`config.mk`:
```
export PLATFORM = sky130hd
export DESIGN_NAME = ptr_fetch_seq
export DESIGN_NICKNAME = d
export VERILOG_FILES = /design/src/rtl/ptr_fetch_pkg.sv /design/src/rtl/idx_narrow.sv /design/src/rtl/ptr_loc_calc.sv /design/src/rtl/ptr_index_calc.sv /design/src/rtl/ptr_fetch_seq.sv
export SDC_FILE = /design/constraint.sdc
export NUM_CORES = 1
export LEC_CHECK = 0
export BUFFER_PORTS_ARGS = -buffer_cell sky130_fd_sc_hd__buf_4
export CAP_MARGIN = 25
export CORE_ASPECT_RATIO = 0.8
export CORE_MARGIN = 4
export CORE_UTILIZATION = 51
export CTS_CLUSTER_SIZE = 14
export DETAILED_ROUTE_END_ITERATION = 7
export HOLD_SLACK_MARGIN = 0.08
export PLACE_DENSITY = 0.85
export SLEW_MARGIN = 20
export SYNTH_ARGS = -nofsm -noshare
export SYNTH_HDL_FRONTEND = slang
export SYNTH_SLANG_ARGS = --single-unit
```
`constraint.sdc`:
```
create_clock -name clk -period 3.6 [get_ports clk]
set_clock_uncertainty 0.1 [all_clocks]
set_input_delay 0.36 -clock clk [delete_from_list [all_inputs] [get_ports clk]]
set_output_delay 0.36 -clock clk [all_outputs]
set_load 0.1 [all_outputs]
```
`src/rtl/ptr_fetch_pkg.sv`:
```
package ptr_fetch_pkg;

  typedef enum logic [2:0] {
    IM_PTR      = 3'd0,
    IM_PTR_Y    = 3'd1,
    IM_X_PTR    = 3'd2,
    IM_LPTR     = 3'd3,
    IM_LPTR_Y   = 3'd4,
    IM_STK_PTR_Y = 3'd5
  } ind_mode_e;

  typedef enum logic [2:0] {
    ST_IDLE,
    ST_CALC,
    ST_READ_LO,
    ST_READ_HI,
    ST_READ_BANK,
    ST_INDEX,
    ST_DONE
  } seq_state_e;

  function automatic logic mode_known(input logic [2:0] code);
    return code <= 3'd5;
  endfunction

  function automatic logic mode_long(input ind_mode_e m);
    return (m == IM_LPTR) || (m == IM_LPTR_Y);
  endfunction

endpackage

```
`src/rtl/idx_narrow.sv`:
```
module idx_narrow #(
  parameter int DATA_W = 8
) (
  input  logic [2*DATA_W-1:0] raw,
  input  logic                short_mode,
  output logic [2*DATA_W-1:0] eff
);
  localparam int OFS_W = 2 * DATA_W;

  always_comb begin
    if (short_mode) eff = OFS_W'(raw[DATA_W-1:0]);
    else            eff = raw;
  end
endmodule

```
`src/rtl/ptr_loc_calc.sv`:
```
module ptr_loc_calc
  import ptr_fetch_pkg::*;
#(
  parameter int DATA_W = 8
) (
  input  ind_mode_e           mode,
  input  logic                emu,
  input  logic [DATA_W-1:0]   op,
  input  logic [2*DATA_W-1:0] xi,
  input  logic [2*DATA_W-1:0] dp,
  input  logic [2*DATA_W-1:0] sp,
  output logic [2*DATA_W-1:0] loc
);
  localparam int OFS_W = 2 * DATA_W;

  logic [DATA_W-1:0] op_x_short;
  logic [OFS_W-1:0]  op_wide;

  assign op_x_short = op + xi[DATA_W-1:0];
  assign op_wide    = OFS_W'(op);

  always_comb begin
    case (mode)
      IM_STK_PTR_Y: loc = sp + op_wide;
      IM_X_PTR: begin
        if (emu) loc = dp + OFS_W'(op_x_short);
        else     loc = dp + op_wide + xi;
      end
      default:     loc = dp + op_wide;
    endcase
  end
endmodule

```
`src/rtl/ptr_index_calc.sv`:
```
module ptr_index_calc
  import ptr_fetch_pkg::*;
#(
  parameter int DATA_W = 8
) (
  input  ind_mode_e           mode,
  input  logic                emu,
  input  logic [DATA_W-1:0]   bank_reg,
  input  logic [DATA_W-1:0]   lo,
  input  logic [DATA_W-1:0]   hi,
  input  logic [DATA_W-1:0]   bk,
  input  logic [2*DATA_W-1:0] yi,
  output logic [3*DATA_W-1:0] final_addr
);
  localparam int OFS_W  = 2 * DATA_W;
  localparam int ADDR_W = 3 * DATA_W;

  logic [OFS_W-1:0]  ptr;
  logic [OFS_W-1:0]  short_sum;
  logic [ADDR_W-1:0] with_b;
  logic [ADDR_W-1:0] with_bk;

  assign ptr       = {hi, lo};
  assign short_sum = ptr + yi;
  assign with_b    = {bank_reg, ptr} + ADDR_W'(yi);
  assign with_bk   = {bk, ptr} + ADDR_W'(yi);

  always_comb begin
    case (mode)
      IM_PTR_Y, IM_STK_PTR_Y: final_addr = emu ? {bank_reg, short_sum} : with_b;
      IM_LPTR:                final_addr = {bk, ptr};
      IM_LPTR_Y:              final_addr = with_bk;
      default:                final_addr = {bank_reg, ptr};
    endcase
  end
endmodule

```
`src/rtl/ptr_fetch_seq.sv`:
```
module ptr_fetch_seq
  import ptr_fetch_pkg::*;
#(
  parameter int DATA_W = 8
) (
  input  logic                clk,
  input  logic                rst,
  input  logic                start,
  input  logic [2:0]          mode,
  input  logic [DATA_W-1:0]   operand,
  input  logic [2*DATA_W-1:0] x_reg,
  input  logic [2*DATA_W-1:0] y_reg,
  input  logic                idx_wide,
  input  logic                emu,
  input  logic [2*DATA_W-1:0] dp_base,
  input  logic [DATA_W-1:0]   data_bank,
  input  logic [2*DATA_W-1:0] stack_ptr,
  output logic                mem_req,
  output logic [3*DATA_W-1:0] mem_addr,
  input  logic [DATA_W-1:0]   mem_rdata,
  input  logic                mem_ready,
  output logic                done,
  output logic [3*DATA_W-1:0] addr_out
);
  localparam int OFS_W  = 2 * DATA_W;
  localparam int ADDR_W = 3 * DATA_W;
  localparam int N_IDX  = 2;

  seq_state_e        state;
  ind_mode_e         mode_q;
  logic [DATA_W-1:0] op_q;
  logic [OFS_W-1:0]  xi_q, yi_q;
  logic              emu_q;
  logic [OFS_W-1:0]  dp_q, sp_q;
  logic [DATA_W-1:0] bank_q;
  logic [OFS_W-1:0]  loc_q;
  logic [DATA_W-1:0] lo_q, hi_q, bk_q;
  logic [ADDR_W-1:0] addr_q;

  logic [OFS_W-1:0]  idx_raw [N_IDX];
  logic [OFS_W-1:0]  idx_eff [N_IDX];
  logic              short_idx;
  logic [OFS_W-1:0]  loc_w;
  logic [ADDR_W-1:0] final_w;
  logic [OFS_W-1:0]  byte_ofs;

  assign short_idx  = emu | ~idx_wide;
  assign idx_raw[0] = x_reg;
  assign idx_raw[1] = y_reg;

  for (genvar g = 0; g < N_IDX; g++) begin : g_idx
    idx_narrow #(.DATA_W(DATA_W)) u_narrow (
      .raw        (idx_raw[g]),
      .short_mode (short_idx),
      .eff        (idx_eff[g])
    );
  end

  ptr_loc_calc #(.DATA_W(DATA_W)) u_loc (
    .mode (mode_q),
    .emu  (emu_q),
    .op   (op_q),
    .xi   (xi_q),
    .dp   (dp_q),
    .sp   (sp_q),
    .loc  (loc_w)
  );

  ptr_index_calc #(.DATA_W(DATA_W)) u_idx (
    .mode       (mode_q),
    .emu        (emu_q),
    .bank_reg   (bank_q),
    .lo         (lo_q),
    .hi         (hi_q),
    .bk         (bk_q),
    .yi         (yi_q),
    .final_addr (final_w)
  );

  always_comb begin
    case (state)
      ST_READ_HI:   byte_ofs = OFS_W'(1);
      ST_READ_BANK: byte_ofs = OFS_W'(2);
      default:      byte_ofs = '0;
    endcase
  end

  assign mem_req  = (state == ST_READ_LO) || (state == ST_READ_HI) ||
                    (state == ST_READ_BANK);
  assign mem_addr = {{DATA_W{1'b0}}, loc_q + byte_ofs};
  assign done     = (state == ST_DONE);
  assign addr_out = addr_q;

  always_ff @(posedge clk) begin
    if (rst) begin
      state  <= ST_IDLE;
      mode_q <= IM_PTR;
      op_q   <= '0;
      xi_q   <= '0;
      yi_q   <= '0;
      emu_q  <= 1'b0;
      dp_q   <= '0;
      sp_q   <= '0;
      bank_q <= '0;
      loc_q  <= '0;
      lo_q   <= '0;
      hi_q   <= '0;
      bk_q   <= '0;
      addr_q <= '0;
    end else begin
      case (state)
        ST_IDLE: begin
          if (start && mode_known(mode)) begin
            mode_q <= ind_mode_e'(mode);
            op_q   <= operand;
            xi_q   <= idx_eff[0];
            yi_q   <= idx_eff[1];
            emu_q  <= emu;
            dp_q   <= dp_base;
            sp_q   <= stack_ptr;
            bank_q <= data_bank;
            state  <= ST_CALC;
          end
        end
        ST_CALC: begin
          loc_q <= loc_w;
          state <= ST_READ_LO;
        end
        ST_READ_LO: begin
          if (mem_ready) begin
            lo_q  <= mem_rdata;
            state <= ST_READ_HI;
          end
        end
        ST_READ_HI: begin
          if (mem_ready) begin
            hi_q  <= mem_rdata;
            state <= mode_long(mode_q) ? ST_READ_BANK : ST_INDEX;
          end
        end
        ST_READ_BANK: begin
          if (mem_ready) begin
            bk_q  <= mem_rdata;
            state <= ST_INDEX;
          end
        end
        ST_INDEX: begin
          addr_q <= final_w;
          state  <= ST_DONE;
        end
        ST_DONE:  state <= ST_IDLE;
        default:  state <= ST_IDLE;
      endcase
    end
  end
endmodule

```
; ---- Word-level counts from Yosys, hierarchy flattened
; Cells that the tools add are included.
[totals]
register_bits = 151
wordCells = 65
output_inout_bits = 50
[op_classes]
reduce_logical = 11
bitwise_logic = 2
mux = 13
n_lt_le_gt_ge = 1
n_eq_ne = 15
addsub = 9
[ops]
columns = operator, n
row1 = one-hot mux 24 bit (3 select lines), 1
row2 = adder 16 bit, 3
row3 = adder 16 x 8 -> 16 bit, 3
row4 = adder 24 x 16 -> 24 bit, 2
row5 = 2-to-1 mux 16 bit, 3
row6 = one-hot mux 16 bit (2 select lines), 1
row7 = 2-to-1 mux 24 bit, 1
row8 = one-hot mux 3 bit (6 select lines), 1
row9 = == test 3 bit (second input constant), 5
row10 = == test 3 x 2 -> 1 bit (second input constant), 4
row11 = 2-to-1 mux 3 bit, 4
row12 = adder 8 bit, 1
row13 = inequality test 2 bit (second input constant), 4
row14 = AND reduction 2 bit, 4
row15 = == test 3 x 1 -> 1 bit (second input constant), 2
row16 = one-hot mux 2 bit (2 select lines), 1
row17 = AND reduction 4 bit, 1
row18 = <= comparator 3 bit (second input constant), 1
row19 = logical NOT 3 bit, 1
row20 = logical OR 1 bit, 3
row21 = OR reduction 2 bit, 1
row22 = logical AND 1 bit, 1
row23 = 2-to-1 mux 1 bit, 1
row24 = inverter 1 bit, 1
row25 = OR 1 bit, 1

; ---- Longest topological paths before layout
; Gate-level depths: netlist of run 1.
[depth]
depth_word = 5
mapped_depth = 17
mapped_depth_nobuf = 17

; ---- Hierarchy
; Synthesis of run 1 repeated with hierarchy kept, for this count alone.
[unflattened]
cells_unflattened = 1391
hier_area_um2 = 10349.9
[by_module_without_submodules]
columns = module, area_each_um2, cells_each, instances
row1 = ptr_fetch_seq, 5771.8, 731, 1
row2 = ptr_loc_calc, 2827.7, 388, 1
row3 = ptr_index_calc, 1530.2, 240, 1
row4 = idx_narrow, 110.1, 16, 2

; ---- Worst setup path after synthesis of run 1
; No wires, ideal clock.
[synth_path]
kind = register to output
start = register state[1]
end = output port mem_addr[10]
path_buffers = 1
path_stages_with_launch = 10
t_arrival_ns = 3.302
t_required_ns = 3.140
slack_ns = -0.162
path_cell_list = dfxtp_1 > clkbuf_1 > inv_1 > nor2_1 > ha_1 > inv_1 > fa_1 > nor2_1 > nand4_1 > xnor2_1
[synth_between]
elab_chain_len = 3
elab_cells_between_ends = 4
cone_classes = add/sub (1) / eq/ne (2) / mux (1)
[synth_rtl]
columns = item, line_no
row1 = "start, declared", ptr_fetch_seq.sv:29  ; seq_state_e state;
row2 = "start signal, assigned", ptr_fetch_seq.sv:138  ; state <= mode_long(mode_q) ? ST_READ_BANK : ST_INDEX;
row3 = == test 3 bit / == test 3 x 2 -> 1 bit (equally long branches), ptr_fetch_seq.sv:81  ; case (state)
row4 = one-hot mux 2 bit (2 select lines) (*), ptr_fetch_seq.sv:81
row5 = adder 16 bit (*), ptr_fetch_seq.sv:90  ; assign mem_addr = {{DATA_W{1'b0}}, loc_q + byte_ofs};
row6 = "end, declared", ptr_fetch_seq.sv:19  ; output logic [3*DATA_W-1:0] mem_addr,
; Mark *: on every way between the ends. The rest lies on a longest branch, timed or not.

; ---- Worst setup path in the final report of run 1
[layout_path]
start = register op_q[1]
end = register loc_q[12]
[layout_between]
elab_chain_len = 4
elab_cells_between_ends = 7
cone_classes = add/sub (5) / mux (2)
[layout_rtl]
columns = item, line_no
row1 = "start, declared", ptr_fetch_seq.sv:31  ; logic [DATA_W-1:0] op_q;
row2 = "start signal, assigned", ptr_fetch_seq.sv:115  ; op_q <= operand;
row3 = adder 16 x 8 -> 16 bit / adder 8 bit (equally long branches), "ptr_loc_calc.sv:27, ptr_loc_calc.sv:29, ptr_loc_calc.sv:19"
row4 = adder 16 bit / adder 16 x 8 -> 16 bit (equally long branches), "ptr_loc_calc.sv:27, ptr_loc_calc.sv:26"
row5 = 2-to-1 mux 16 bit, ptr_loc_calc.sv:26  ; if (emu) loc = dp + OFS_W'(op_x_short);
row6 = one-hot mux 16 bit (2 select lines) (*), ptr_loc_calc.sv:23  ; case (mode)
row7 = "end signal, assigned", ptr_fetch_seq.sv:126  ; loc_q <= loc_w;
row8 = "end, declared", ptr_fetch_seq.sv:36  ; logic [OFS_W-1:0] loc_q;
; Marks and branches as above.
; A chain may end at the register's enable or synchronous reset.

==> results.ini, run 1 <==
[sta]
fin_setup_tns_ps = 0
relSlewSlack_pct = 34.8
final-hold-violation-count = 0
setup_slack_ps = 62.6
worst_pin_slew_ps = 978
timing.final.crit_share_pct = 98.3
fmax_mhz = 283
slew_violations = 0
period_minus_slack_ps = 3540
setup_viol = 0

[grt]
busiest_layer = met1
grt_use_met3_pct = 7.11
use_met1_pct = 43.8
grt_pass1_wl_mm = 49.2
grtUsageMet2_pct = 39.5
grt_start_max_net_pins = 88
grt_usage_pct = 28.3
grt_pass1_vias = 9337
antenna_found_initial = 0
grt_overflow_total = 0

[clock_tree]
h-tree-depth = 4
cts_tree = yes
clockBufferDepth = 2
cts.sinks = 151
ctsRootBufferMaster = clkbuf_16
cts_made_buffers = 17
clk_latency_ps = 440
clk_pin_slew_ps = 70

[synthesis]
syn_area_um2 = 9760
yosysTopAreaCellShare_pct = 31.0
yosysWarnings = 0
synth-edff-count = 0
syn_avg_cell_area_um2 = 7.61
netlist_instances = 1282
yosys_most_used_dff = dfxtp_1
synth_common_cells = nand2_1 (268), a21oi_1 (159), dfxtp_1 (151)
synth_top_area_cell = dfxtp_1
ys_types = 72
synth.area.top_cells = dfxtp_1 (31%), nand2_1 (10%), ha_1 (8.5%)
async_flop_share_pct = 0
ys_ff_latch = 151
ys_seq_area_share_pct = 31.0
yosysMostFrequentCell = nand2_1

[setup_path]
max_stage_delay_ps = 400
critPathMostFrequentCell = a21oi_2
critPathKind = flop to flop
worst-path-max-fanout = 5
critPathTopFamily = compound AO/OA/AOI/OAI gates
cp-end-kind = flop
slowest_stage = or3_4
worstPathRequired_ps = 3810
arrival_ps = 3750
critPathLaunchType = flop
crit_chain = ha_1 -> a21o_1 -> a21oi_2 -> o21bai_1 -> a21oi_2 -> o21bai_1 -> a21oi_2 -> xnor2_1 -> ha_1 -> or3_4 -> o21a_1 -> and3_4 -> and3_4 -> xor2_1 -> a221oi_1 -> a21oi_1
cp_num_buf_inv = 0

[routing]
ant_nets = 0
via_per_inst = 5.80
first_iter_violations = 848
via_count = 9951
finalWirelength_mm = 31.1
drc_errors = 0
detail_route.wl_per_cell_um = 18.1
first_pass_iters = 6

[layout]
final_nets = 1620
drive_gt1_share_pct = 18.1
seqCellArea_um2 = 3030
utilization_pct = 67.0
synthToLayoutAreaGrowth_pct = 26.7
n_antenna_cell = 0
fin_area_um2 = 12400
fillers = 1509
final_cells = 1716
multi_input_area_um2 = 6550

[placement]
place_ws_ps = -102
post-dp-hpwl_mm = 22.8
io_buffers = 138
dp_cells = 1631
placed_area_um2 = 11100
place_congestion = 0.967

[pwr]
power_density_nw_per_um2 = 407
combinationalPowerShare_pct = 26.5
p_int_mw = 3.28
clockPowerShare_pct = 35.7
pwr-share-seq_pct = 37.8
leakage_nw = 5.21
worst_ir_drop_vdd_mv = 0.268
switching_share_pct = 34.9
switchingPower_mw = 1.76

[die]
die-height_um = 132
coreArea_um2 = 18400
ios = 147
initial_utilization_pct = 52.9
num_rows = 44
die_w_um = 163
die-area_um2 = 21400

[job]
maxCapViolations = 0

[worst_hold_path]
hold_path_class = input port to flop

[run_status]
outcome = finished, final reports clean

==> worst register-to-register path, cell delays in order (launching register included) <==
cell and delay [ps]:
dfxtp_2 350, ha_1 300, a21o_1 190, a21oi_2 190
o21bai_1 100, a21oi_2 180, o21bai_1 100, a21oi_2 140
xnor2_1 80, ha_1 240, or3_4 400, o21a_1 120
and3_4 190, and3_4 180, xor2_1 130, a221oi_1 290
a21oi_1 120
==> per-stage QoR <==
step	hold slack [ps]	power [mW]
4_1_cts	80.0	4.98
3_5_place_dp	348	3.16
3_3_place_gp	345	3.14
2_1_floorplan	336	2.78
5_1_grt	92.9	5.22
6_report	86.1	5.03
==> layer usage <==
layer	vias up	share of wire, %
met3	30	11
met1	4590	47
met5	-	0
met4	0	1.0
li1	4847	-
met2	484	41
==> path summary, 6_finish.rpt <==
check | start | end | slack, ps | depth (start not counted)
min | operand[6] | op_q[6] | 90 | 3
max reg2reg | op_q[1] | loc_q[12] | 60 | 16
min reg2reg | addr_out[7] | addr_out[7] | 360 | 2
max | op_q[1] | loc_q[12] | 60 | 16
==> registers in the layout, indices dropped and copies added, names as in the netlist, 8 cells and up <==
name,count
addr_out,24
lo_q,8
hi_q,8
xi_q,16
op_q,8
bank_q,8
bk_q,8
dp_q,16
loc_q,16
yi_q,16
sp_q,16
==> cell type report <==
cell class,instances,share of cell area [%]
multi-input combinational,1030,53.0
sequential,151,24.5
timing repair buffer,216,14.2
clock buffer,18,3.47
tap,253,2.56
clock inverter,14,1.22
inverter,34,1.03
==> cell families after synthesis <==
kind of cell / after synthesis / share of synthesized area, %
fa+ha+maj: 73 / 9.90
flops: 151 / 31.0
mux: 16 / 1.67
xor+xnor: 85 / 7.63
other cells: 1 / 0.0384
simple gates: 482 / 21.9
compound gates: 366 / 23.3
buf+inv: 108 / 4.53
==> cells in the final DEF, fill, tap and decap left out, types with 14 or more instances in the layout <==
master         synthesis  routed
dfxtp_1              151     146
a211oi_1              22      20
dlygate4sd3_1          0      47
nor2_1                82      80
clkbuf_16              0      17
nand2_1              268     268
nor3_1                15      14
xor2_1                40      37
nand3_1               36      36
buf_4                  9     165
a21oi_1              159     150
xnor2_1               45      39
a21o_1                20      20
inv_1                 34      32
a221oi_1              17      16
o21ai_0               52      51
ha_1                  66      61
mux2i_1               14      14
==> power groups by stage <==
stage | clock network (mW) | registers, mW | logic [mW]
floorplan | 0 | 1.90 | 0.886
global placement | 0 | 1.92 | 1.22
detailed placement | 0 | 1.93 | 1.23
CTS | 1.81 | 1.89 | 1.28
global route | 1.87 | 1.91 | 1.44
finish | 1.80 | 1.90 | 1.33
==> timing repair <==
item / in CTS / in global routing
pin swaps: 3 / 16
hold buffers: 47 / 0
endpoints found under the setup margin: 7 / 10
endpoints found under the hold margin: 47 / 0
resized for setup: 9 / 36
buffers inserted: 1 / 4
(Power assumes the default switching activity.)
==> inputs of run 2 (changes only) <==
--- a/config.mk
+++ b/config.mk
@@ -8,7 +8,7 @@
 export BUFFER_PORTS_ARGS = -buffer_cell sky130_fd_sc_hd__buf_4
 export CAP_MARGIN = 25
 export CORE_ASPECT_RATIO = 0.8
-export CORE_MARGIN = 4
+export CORE_MARGIN = 10
 export CORE_UTILIZATION = 51
 export CTS_CLUSTER_SIZE = 14
 export DETAILED_ROUTE_END_ITERATION = 7
==> run 2 against run 1 <==
  * Power increased by 3.1%
  * Final cell count barely moved
  * Global-route usage decreased by 3.9 points
  * Sequential power about the same
  * Clock-buffer cell count rose by 2
  * Sequential share of layout area up 0.054 points
  * Die area is 17% higher
  * Combinational power barely moved
  * Fmax increased by 0.19%
  * Clock power rose by 9%
  * Critical endpoint unchanged
  * Largest power group is now the clock network
  * Highest routed layer unchanged
==> results.ini, run 2 (synthesis gave the netlist of run 1 again) <==
[clock_tree]
clk_pin_slew_ps = 70
clockBufferDepth = 2
cts_made_buffers = 17
ctsRootBufferMaster = clkbuf_16
cts.sinks = 151
h-tree-depth = 4
clk_latency_ps = 430
cts_tree = yes

[setup_path]
critPathLaunchType = flop
slowest_stage = or3_4
worst-path-stages = 16
crit_chain = ha_1 -> a21o_1 -> a21oi_2 -> o21bai_1 -> a21oi_1 -> o21bai_1 -> a21oi_2 -> xnor2_1 -> ha_1 -> or3_4 -> o21a_1 -> and3_4 -> and3_4 -> xor2_1 -> a221oi_2 -> a21oi_1
crit_start = op_q[1]
cp-end-kind = flop
max_stage_delay_ps = 410
ff2ff_path_depth = 16
worst-path-max-fanout = 5
r2r-start = op_q[1]
endpoint = loc_q[12]
critPathKind = flop to flop
r2r_setup_slack_ps = 70
critPathTopFamily = compound AO/OA/AOI/OAI gates
arrival_ps = 3740
worstPathRequired_ps = 3810
cp_num_buf_inv = 0
r2r-end = loc_q[12]

[placement]
io_buffers = 138
dp_cells = 1645
place_congestion = 1.01
post-dp-hpwl_mm = 23.8
place_ws_ps = -8.51

[pwr]
pwr-share-seq_pct = 36.7
worst_ir_drop_vdd_mv = 0.340
p_int_mw = 3.44
switchingPower_mw = 1.75
leakage_nw = 5.22
power_density_nw_per_um2 = 421
clockPowerShare_pct = 37.7
switching_share_pct = 33.8
combinationalPowerShare_pct = 25.6

[sta]
final-hold-violation-count = 0
setup_viol = 0
worst_pin_slew_ps = 930
slew_violations = 0
timing.final.crit_share_pct = 98.1
fmax_mhz = 283
setup_slack_ps = 69.2
relSlewSlack_pct = 37.9
fin_setup_tns_ps = 0
holdWs_ps = 85.3
period_minus_slack_ps = 3530

[grt]
grt_start_max_net_pins = 81
busiest_layer = met1
use_met1_pct = 35.9
grt_overflow_total = 0
grt_pass1_vias = 9275
antenna_found_initial = 0
grt_use_met3_pct = 6.29
grtUsageMet2_pct = 34.4
grt_usage_pct = 24.4
grt_pass1_wl_mm = 49.9

[layout]
n_antenna_cell = 0
drive_gt1_share_pct = 19.2
synthToLayoutAreaGrowth_pct = 26.4
final_cells = 1715
largest_register_ffs = 24
utilization_pct = 65.4
final_nets = 1614
layout_commonest_cell = nand2_1
final_cell_mix = nand2_1 (268), buf_4 (179), a21oi_1 (149), dfxtp_1 (147), nor2_1 (80)

[routing]
ant_nets = 0
detail_route.wl_per_cell_um = 18.7
via_per_inst = 5.88
via_count = 10100
drc_errors = 0
first_pass_iters = 5
finalWirelength_mm = 32.0
first_iter_violations = 1187

[run_status]
outcome = finished, final reports clean

[die]
die-height_um = 144
coreArea_um2 = 18900
initial_utilization_pct = 51.7
ios = 147
num_rows = 45
die_w_um = 175
die-area_um2 = 25100

[worst_hold_path]
hold_path_class = input port to flop

[job]
maxCapViolations = 0

## run 2: what timing repair did
item | 4_1_cts | 5_1_grt
gates cloned | 0 | 0
setup buffers | 1 | 7
endpoints found under the setup margin | 2 | 9
endpoints found under the hold margin | 30 | 0
pin swaps | 2 | 16
hold buffers | 30 | 0
gates resized for setup | 2 | 45
## run 2: power by group through the flow
stage          Sequential [mW]  Combinational [mW]  Clock, mW
5_1_grt                   1.91                1.43       2.04
3_3_place_gp              1.93                1.22          0
3_5_place_dp              1.93                1.23          0
4_1_cts                   1.89                1.27       1.96
6_report                  1.90                1.33       1.96
2_1_floorplan             1.90               0.886          0
## run 2: metrics by stage
stage / power [mW] / cell area, um^2
2_1_floorplan: 2.78 / 9830
3_3_place_gp: 3.15 / 11100
3_5_place_dp: 3.16 / 11100
4_1_cts: 5.13 / 12100
5_1_grt: 5.38 / 12300
6_report: 5.19 / 12300
## run 2: cell type report
| class | instances | area [um^2] |
|---|---|---|
| Sequential cell | 151 | 3030 |
| Fill cell | 1530 | 6530 |
| Inverter | 34 | 128 |
| Tap cell | 258 | 323 |
| Clock buffer | 20 | 447 |
| Clock inverter | 12 | 190 |
| Multi-Input combinational cell | 1030 | 6560 |
| Timing Repair Buffer | 210 | 1660 |
## run 2: worst min-delay path by stage
stage	startpoint	endpoint	slack [ps]	depth (start not counted)
6_report	stack_ptr[2]	sp_q[2]	90	3
5_1_grt	operand[3]	op_q[3]	90	3
4_1_cts	stack_ptr[5]	sp_q[5]	80	3
3_5_place_dp	addr_out[7]	addr_out[7]	340	2
3_3_place_gp	addr_out[7]	addr_out[7]	340	2
2_1_floorplan	yi_q[10]	yi_q[10]	340	2
## run 2: routing by layer
metal,wire length [um],part of all wire [%],vias to the layer above
li1,-,-,4817
met1,14800,46,4681
met2,13100,41,547
met3,3650,11,40
met4,465,1.5,0
met5,0,0,-
## run 2: worst reg2reg max path, cell delays in order, from the launching register on
cell      delay (ps)
dfxtp_2          360
ha_1             290
a21o_1           190
a21oi_2          160
o21bai_1          90
a21oi_1          220
o21bai_1         120
a21oi_2          140
xnor2_1           80
ha_1             240
or3_4            410
o21a_1           140
and3_4           210
and3_4           180
xor2_1           150
a221oi_2         260
a21oi_1          100
